<file path="config.mk">
export PLATFORM = sky130hd
export DESIGN_NAME = usage_pred_top
export DESIGN_NICKNAME = d
export VERILOG_FILES = /design/src/rtl/usage_pred_pkg.sv /design/src/rtl/usage_pred_ctrl.sv /design/src/rtl/usage_pred_dp.sv /design/src/rtl/usage_pred_top.sv
export SDC_FILE = /design/constraint.sdc
export NUM_CORES = 2
export LEC_CHECK = 0
export CAP_MARGIN = 20
export CORE_ASPECT_RATIO = 1.4
export CORE_MARGIN = 4
export CORE_UTILIZATION = 40
export DETAILED_ROUTE_END_ITERATION = 6
export DONT_BUFFER_PORTS = 1
export PLACE_DENSITY = 0.65
export REMOVE_ABC_BUFFERS = 1
export SYNTH_ARGS = -nofsm -noshare
export SYNTH_HDL_FRONTEND = slang
export SYNTH_SLANG_ARGS = --single-unit
</file>
<file path="constraint.sdc">
create_clock -name clk -period 28.3 [get_ports clk]
set_input_delay 2.83 -clock clk [delete_from_list [all_inputs] [get_ports clk]]
set_output_delay 2.83 -clock clk [all_outputs]
set_load 0.02 [all_outputs]
</file>
<file path="src/rtl/usage_pred_pkg.sv">
package usage_pred_pkg;

  // Strobes from control to datapath, one per accepted sample
  typedef struct packed {
    logic push;     // shift the sample into its region history
    logic compare;  // region holds a forecast to score
    logic miss;     // scored level disagreed
    logic clear;    // zero the counters
  } dpStrobes_t;

endpackage

</file>
<file path="src/rtl/usage_pred_ctrl.sv">
module usage_pred_ctrl
  import usage_pred_pkg::*;
#(
  parameter int NSS   = 32,
  parameter int IDX_W = $clog2(NSS)
) (
  input  logic             clk,
  input  logic             rstN,
  input  logic             sampleValid,
  input  logic [IDX_W-1:0] sampleIdx,
  input  logic             cntClear,
  input  logic             levelDiffers,
  output dpStrobes_t       strb
);

  logic [NSS-1:0] havePred;

  always_ff @(posedge clk) begin
    if (!rstN) begin
      havePred <= '0;
    end else if (sampleValid) begin
      havePred[sampleIdx] <= 1'b1;
    end
  end

  always_comb begin
    strb.push    = sampleValid;
    strb.compare = sampleValid && havePred[sampleIdx];
    strb.miss    = strb.compare && levelDiffers;
    strb.clear   = cntClear;
  end

endmodule

</file>
<file path="src/rtl/usage_pred_dp.sv">
module usage_pred_dp
  import usage_pred_pkg::*;
#(
  parameter int NSS      = 32,
  parameter int DATA_W   = 8,
  parameter int WGT_W    = 3,
  parameter int WGT_FRAC = 3,
  parameter int CNT_W    = 16,
  parameter int IDX_W    = $clog2(NSS)
) (
  input  logic              clk,
  input  logic              rstN,
  input  dpStrobes_t        strb,
  input  logic [IDX_W-1:0]  sampleIdx,
  input  logic [DATA_W-1:0] sampleVal,
  input  logic [2:0]        winLen,
  input  logic [WGT_W-1:0]  trendWeight,
  input  logic              fourLevel,
  input  logic [DATA_W-1:0] thrLo,
  input  logic [DATA_W-1:0] thrMid,
  input  logic [DATA_W-1:0] thrHi,
  output logic              levelDiffers,
  output logic              outValid,
  output logic [IDX_W-1:0]  outIdx,
  output logic [DATA_W-1:0] outVal,
  output logic [1:0]        outLevel,
  output logic [CNT_W-1:0]  missCount,
  output logic [CNT_W-1:0]  cmpCount
);

  localparam int HIST  = 5;
  localparam int RS    = 16;
  localparam int SUM_W = DATA_W + 3;
  localparam int D_W   = DATA_W + 3;
  localparam int P_W   = D_W + WGT_W + 1;
  localparam int T_W   = P_W + 2;
  localparam logic [RS:0] RCP1 = (RS+1)'(1 << RS);
  localparam logic [RS:0] RCP2 = (RS+1)'(1 << (RS - 1));
  localparam logic [RS:0] RCP3 = (RS+1)'(((1 << RS) + 2) / 3);
  localparam logic [RS:0] RCP4 = (RS+1)'(1 << (RS - 2));
  localparam logic [RS:0] RCP5 = (RS+1)'(((1 << RS) + 4) / 5);
  localparam logic signed [T_W-1:0] TOP_V = T_W'((1 << DATA_W) - 1);

  logic [DATA_W-1:0] hist [NSS][HIST];
  logic [2:0]        seenCnt [NSS];
  logic [1:0]        storedLvl [NSS];

  logic [DATA_W-1:0] win [HIST];
  logic [2:0]        seenNew, effK, nUse;
  logic [SUM_W-1:0]  winSum;
  logic [RS:0]       recipSel;
  logic [SUM_W+RS:0] meanProd;
  logic [DATA_W-1:0] meanVal;
  logic [D_W-1:0]    e0, e1, e2, e3;
  logic signed [D_W-1:0] deriv;
  logic signed [P_W-1:0] tProd;
  logic [P_W-1:0]    tMag, qMag;
  logic [P_W+RS:0]   qProd;
  logic signed [T_W-1:0] corr, total;
  logic [DATA_W-1:0] predNext;
  logic [1:0]        predLvl, actualLvl;

  function automatic logic [1:0] levelOf(input logic [DATA_W-1:0] v, input logic four,
                                         input logic [DATA_W-1:0] t0, input logic [DATA_W-1:0] t1,
                                         input logic [DATA_W-1:0] t2);
    if (!four)   return {1'b0, v > t0};
    if (v > t2)  return 2'd3;
    if (v > t1)  return 2'd2;
    if (v > t0)  return 2'd1;
    return 2'd0;
  endfunction

  // Window as it stands after the new sample is shifted in
  always_comb begin
    win[0] = sampleVal;
    for (int i = 1; i < HIST; i++) win[i] = hist[sampleIdx][i-1];
  end

  always_comb begin
    seenNew = (seenCnt[sampleIdx] >= 3'(HIST)) ? 3'(HIST) : seenCnt[sampleIdx] + 3'd1;
    if (winLen == 3'd0)           effK = 3'd1;
    else if (winLen > 3'(HIST))   effK = 3'(HIST);
    else                          effK = winLen;
    nUse = (effK < seenNew) ? effK : seenNew;
    winSum = '0;
    for (int i = 0; i < HIST; i++)
      if (3'(i) < nUse) winSum = winSum + SUM_W'(win[i]);
    case (nUse)
      3'd2:    recipSel = RCP2;
      3'd3:    recipSel = RCP3;
      3'd4:    recipSel = RCP4;
      3'd5:    recipSel = RCP5;
      default: recipSel = RCP1;
    endcase
  end

  assign meanProd = winSum * recipSel;
  assign meanVal  = meanProd[RS +: DATA_W];

  // Trend: mean difference of the newest point against the three before it
  always_comb begin
    e0 = D_W'(win[0]);
    e1 = D_W'(win[1]);
    e2 = D_W'(win[2]);
    e3 = D_W'(win[3]);
    deriv = signed'((e0 + e0 + e0) - e1 - e2 - e3);
    tProd = P_W'(deriv) * signed'(P_W'(trendWeight));
    tMag  = (tProd < 0) ? P_W'(-tProd) : P_W'(tProd);
    qProd = tMag * recipSelTrend();
    qMag  = P_W'(qProd >> (RS + WGT_FRAC));
    if (seenNew < 3'd4)   corr = '0;
    else if (tProd < 0)   corr = -signed'(T_W'(qMag));
    else                  corr = signed'(T_W'(qMag));
    total = signed'(T_W'(meanVal)) + corr;
    if (total < 0)          predNext = '0;
    else if (total > TOP_V) predNext = '1;
    else                    predNext = total[DATA_W-1:0];
  end

  function automatic logic [RS:0] recipSelTrend();
    return RCP3;
  endfunction

  assign predLvl      = levelOf(predNext, fourLevel, thrLo, thrMid, thrHi);
  assign actualLvl    = levelOf(sampleVal, fourLevel, thrLo, thrMid, thrHi);
  assign levelDiffers = actualLvl != storedLvl[sampleIdx];

  always_ff @(posedge clk) begin
    if (!rstN) begin
      for (int s = 0; s < NSS; s++) begin
        seenCnt[s]   <= '0;
        storedLvl[s] <= '0;
        for (int i = 0; i < HIST; i++) hist[s][i] <= '0;
      end
      outValid <= 1'b0;
      outIdx   <= '0;
      outVal   <= '0;
      outLevel <= '0;
    end else begin
      outValid <= strb.push;
      if (strb.push) begin
        for (int i = 0; i < HIST; i++) hist[sampleIdx][i] <= win[i];
        seenCnt[sampleIdx]   <= seenNew;
        storedLvl[sampleIdx] <= predLvl;
        outIdx   <= sampleIdx;
        outVal   <= predNext;
        outLevel <= predLvl;
      end
    end
  end

  always_ff @(posedge clk) begin
    if (!rstN || strb.clear) begin
      missCount <= '0;
      cmpCount  <= '0;
    end else begin
      if (strb.compare) cmpCount  <= cmpCount + 1'b1;
      if (strb.miss)    missCount <= missCount + 1'b1;
    end
  end


  out_follows_push_chk: assert property (@(posedge clk) disable iff (!rstN)
    strb.push |=> outValid);

  no_spurious_out_chk: assert property (@(posedge clk) disable iff (!rstN)
    !strb.push |=> !outValid);

  miss_le_cmp_chk: assert property (@(posedge clk) disable iff (!rstN)
    missCount <= cmpCount);

  cmp_step_chk: assert property (@(posedge clk) disable iff (!rstN)
    strb.compare && !strb.clear |=> cmpCount == $past(cmpCount) + 1'b1);

  clear_zero_chk: assert property (@(posedge clk) disable iff (!rstN)
    strb.clear |=> (cmpCount == '0 && missCount == '0));

  two_level_range_chk: assert property (@(posedge clk) disable iff (!rstN)
    strb.push && !fourLevel |=> outLevel <= 2'd1);

endmodule

</file>
<file path="src/rtl/usage_pred_top.sv">
module usage_pred_top
  import usage_pred_pkg::*;
#(
  parameter int NSS      = 32,
  parameter int DATA_W   = 8,
  parameter int WGT_W    = 3,
  parameter int WGT_FRAC = 3,
  parameter int CNT_W    = 16,
  localparam int IDX_W   = $clog2(NSS)
) (
  input  logic              clk,
  input  logic              rstN,
  input  logic              sampleValid,
  input  logic [IDX_W-1:0]  sampleIdx,
  input  logic [DATA_W-1:0] sampleVal,
  input  logic [2:0]        winLen,
  input  logic [WGT_W-1:0]  trendWeight,
  input  logic              fourLevel,
  input  logic [DATA_W-1:0] thrLo,
  input  logic [DATA_W-1:0] thrMid,
  input  logic [DATA_W-1:0] thrHi,
  input  logic              cntClear,
  output logic              predValid,
  output logic [IDX_W-1:0]  predIdx,
  output logic [DATA_W-1:0] predVal,
  output logic [1:0]        predLevel,
  output logic [CNT_W-1:0]  missCount,
  output logic [CNT_W-1:0]  cmpCount
);

  dpStrobes_t strb;
  logic       levelDiffers;

  usage_pred_ctrl #(.NSS(NSS), .IDX_W(IDX_W)) ctrl_i (
    .clk(clk), .rstN(rstN), .sampleValid(sampleValid), .sampleIdx(sampleIdx),
    .cntClear(cntClear), .levelDiffers(levelDiffers), .strb(strb)
  );

  usage_pred_dp #(.NSS(NSS), .DATA_W(DATA_W), .WGT_W(WGT_W), .WGT_FRAC(WGT_FRAC),
                  .CNT_W(CNT_W), .IDX_W(IDX_W)) dp_i (
    .clk(clk), .rstN(rstN), .strb(strb), .sampleIdx(sampleIdx), .sampleVal(sampleVal),
    .winLen(winLen), .trendWeight(trendWeight), .fourLevel(fourLevel),
    .thrLo(thrLo), .thrMid(thrMid), .thrHi(thrHi), .levelDiffers(levelDiffers),
    .outValid(predValid), .outIdx(predIdx), .outVal(predVal), .outLevel(predLevel),
    .missCount(missCount), .cmpCount(cmpCount)
  );

endmodule

</file>
==> impl_results.md <==
* Die footprint at between 0.15 and 0.2 sq mm
* TritonCTS clock tree: built
* Ports at between 90 and 100
* Pin count of the biggest net entering global routing at 350
* Number of flops mapped to enable cells by yosys at between 1,000 and 1,500
* Setup crit start kind: primary input
* Multi-input logic area at ~0.028 sq mm
* CTS max path bufs at 3
* FMAX at between 0.04 and 0.05 GHz
* Required @ worst endpoint at 28.74 ns
* Mapped Area at between 0.06 and 0.07 sq mm
* Final Max Slew Viols at around 340
* Die Width at 356 um
* Fin. Hold Viols at 0
* Sequential Area at about 0.037 sq mm
* Setup TNS Final at 0 ns
* Routed Antenna Nets at 0
* Final Setup Violations at 0
* Vias per inst at just under 6
* Root buffer cell: clkbuf_16
* Layout cells sized above 1 at 0.128
* Met1 Usage GRT at 0.279
* Met2 usage at 0.429
* Placer congestion estimate at around 0.9
* Largest stage delay, worst path at roughly 1.2 ns
* GRT Overall Usage at 0.243
* Routing usage on met3 at 0.0393
* Antenna violations before repair at 1
* Most common flop cell mapped by yosys: edfxtp_1
* Post-DP HPWL at between 100,000 and 150,000 um
* Clock Latency Late Sink at approximately 0.74 ns
* Relative slew slack at -0.480
* Synth-to-layout area growth at 8.78%
* Clock-pin slew on the worst setup and hold paths at approximately 0.060 ns
* CP Capture Type: flop
* Mean Syn Cell Area at approximately 12 sq um
* Fillers at around 15,000
* Post_cts resized at 0
* Register area share after synthesis at 0.548
* Async set-reset flop share out of synthesis at 0
* Wire per inst at approximately 29 um
* Max Cap Viol at 0
* Status: finished with violations
* Core area at about 0.17 sq mm
* #FFs+latches synth at around 1,300
* Global-route congestion overflow total at 0
* PortBufs at 0
* Layer with the highest usage: met2
* RSZ-0062 raised after global routing: false
* Hold Buf Count CTS at 0
* Worst hold path depth at 2
* FP Rows at 178
* Yosys Warn Count at 0
* Least-Margin Pin Slew at approximately 2.2 ns
* Most common cell after layout, fill and taps aside: edfxtp_1
* Residual DRC at 0
* Placed cell area at about 0.070 sq mm
* Global-route wire length before repair at 314,000 um
* Initial DRC count at about 5,200
* Post-route clock period utilization at 0.834
* CTS Buf Count at 110
* Vias in the first global route at between 40,000 and 50,000
* Most frequent cells in the layout: edfxtp_1 (1,184), nor2_1 (1,141), inv_1 (379)
* Vias at around 45,000
* H-Tree Depth at 3
* Most used cell, CP: ha_1
* Post-layout minimum cycle time at roughly 24 ns
* Reg2Reg Depth at 73
* Crit path DAT at between 20 and 25 ns
* Cell variety after synth at around 110
* Failing checks: slew limit
* Clock Sinks at ~1,300
* Initial Util at 0.403
* Mapped Cells at between 5,000 and 6,000
* Setup CP Type: in -> reg
* Worst Hold Class: reg -> reg
* Worst Path Max Fanout at between 200 and 300
* Slowest CP cell: mux4_2
* Final non-filler cell area at approximately 0.074 sq mm
* Drt first pass iters at 7
* Setup Skew at 0.0528 ns
* Final WL at around 220,000 um
* Die Ht at approximately 500 um
* Final nets at a little under 6,000
* Setup bufs post-CTS at 0
## routing by layer
metal,vias to the layer above,part of all wire
met5,-,0
met4,0,0.071
met3,711,0.090
met2,2599,0.51
met1,22900,0.33
li1,19100,-
## state kept, by name, indices dropped and copies added, names as in the netlist
signal and count:
dp_i.hist 1024, dp_i.outLevel 2, dp_i.outVal 8, dp_i.outValid 1, dp_i.missCount 16, dp_i.seenCnt 96
dp_i.cmpCount 16, dp_i.outIdx 5, ctrl_i.havePred 32, dp_i.storedLvl 64
## area by class of cell
cell class | instances | share of cell area
well taps | 2250 | 0.0381
flip-flops and latches | 1264 | 0.503
repair buffers | 116 | 0.0125
clock inverters | 69 | 0.00941
inverters | 384 | 0.0196
diodes | 1 | 0.0000339
multi-input cells | 3396 | 0.377
clock buffers | 138 | 0.0396
## cell families after synthesis
family,after synthesis,share of synthesized area
and+or+nand+nor,1890,0.124
DFF,1264,0.548
buffers and inverters,796,0.0456
AOI/OAI and AO/OA,540,0.0554
adders and majority gates,478,0.108
muxes,369,0.103
xor gates and xnor gates,117,0.0153
other,1,0.0000553
## metrics by stage
step / cells / setup slack [ns] / hold WS [ns] / util
final: 7618 / 4.69 / 0.442 / 0.438
after global routing: 7618 / 4.46 / 0.458 / 0.438
after CTS: 7615 / 5.85 / 0.442 / 0.438
after detailed placement: 7408 / 5.11 / 0.431 / 0.417
after global placement: 7404 / 5.31 / 0.426 / 0.416
after floorplan: 5044 / 6.19 / 0.417 / -
## critical path, delay by kind of cell
kind / cells / cell delay [ns]
adders and majority gates: 18 / 6.99
AOI/OAI and AO/OA: 28 / 6.36
and+or+nand+nor: 14 / 3.15
xor gates and xnor gates: 5 / 1.80
muxes: 2 / 1.40
buffers and inverters: 6 / 0.44
## path summary, 6_finish.rpt
path,start,endpoint,slack [ns]
max,sampleIdx[0],dp_i.storedLvl[26][0],4.69
min,ctrl_i.havePred[15],ctrl_i.havePred[15],0.44
max reg2reg,dp_i.hist[9][26],dp_i.storedLvl[26][0],7.88
min reg2reg,ctrl_i.havePred[15],ctrl_i.havePred[15],0.44
## cell usage after synthesis (11+ instances only)
| cell type | number | share of area |
|---|---|---|
| a211oi_1 | 11 | 0.0012 |
| a21o_1 | 43 | 0.0048 |
| a21oi_1 | 114 | 0.0084 |
| a22oi_1 | 121 | 0.013 |
| and2_1 | 41 | 0.0038 |
| and3_1 | 182 | 0.017 |
| and4_1 | 24 | 0.0031 |
| buf_1 | 23 | 0.0013 |
| buf_2 | 31 | 0.0023 |
| clkbuf_1 | 345 | 0.019 |
| dfxtp_1 | 80 | 0.024 |
| edfxtp_1 | 1184 | 0.52 |
| fa_1 | 182 | 0.054 |
| ha_1 | 295 | 0.054 |
| inv_1 | 379 | 0.021 |
| mux2i_1 | 96 | 0.014 |
| mux4_2 | 264 | 0.088 |
| nand2_1 | 263 | 0.015 |
| nand2b_1 | 24 | 0.0022 |
| nand3_1 | 33 | 0.0024 |
| nand4_1 | 30 | 0.0028 |
| nor2_1 | 1144 | 0.063 |
| nor2b_1 | 44 | 0.0041 |
| nor3_1 | 27 | 0.0020 |
| nor4_1 | 13 | 0.0012 |
| o21a_1 | 17 | 0.0019 |
| o21ai_0 | 58 | 0.0043 |
| o21bai_1 | 21 | 0.0023 |
| o22ai_1 | 51 | 0.0047 |
| or3_1 | 15 | 0.0014 |
| xnor2_1 | 84 | 0.011 |
| xor2_1 | 31 | 0.0040 |
Power is left out: the tool's default activity adds up to more than one toggle a clock period on the data nets, which glitch-free logic cannot reach.
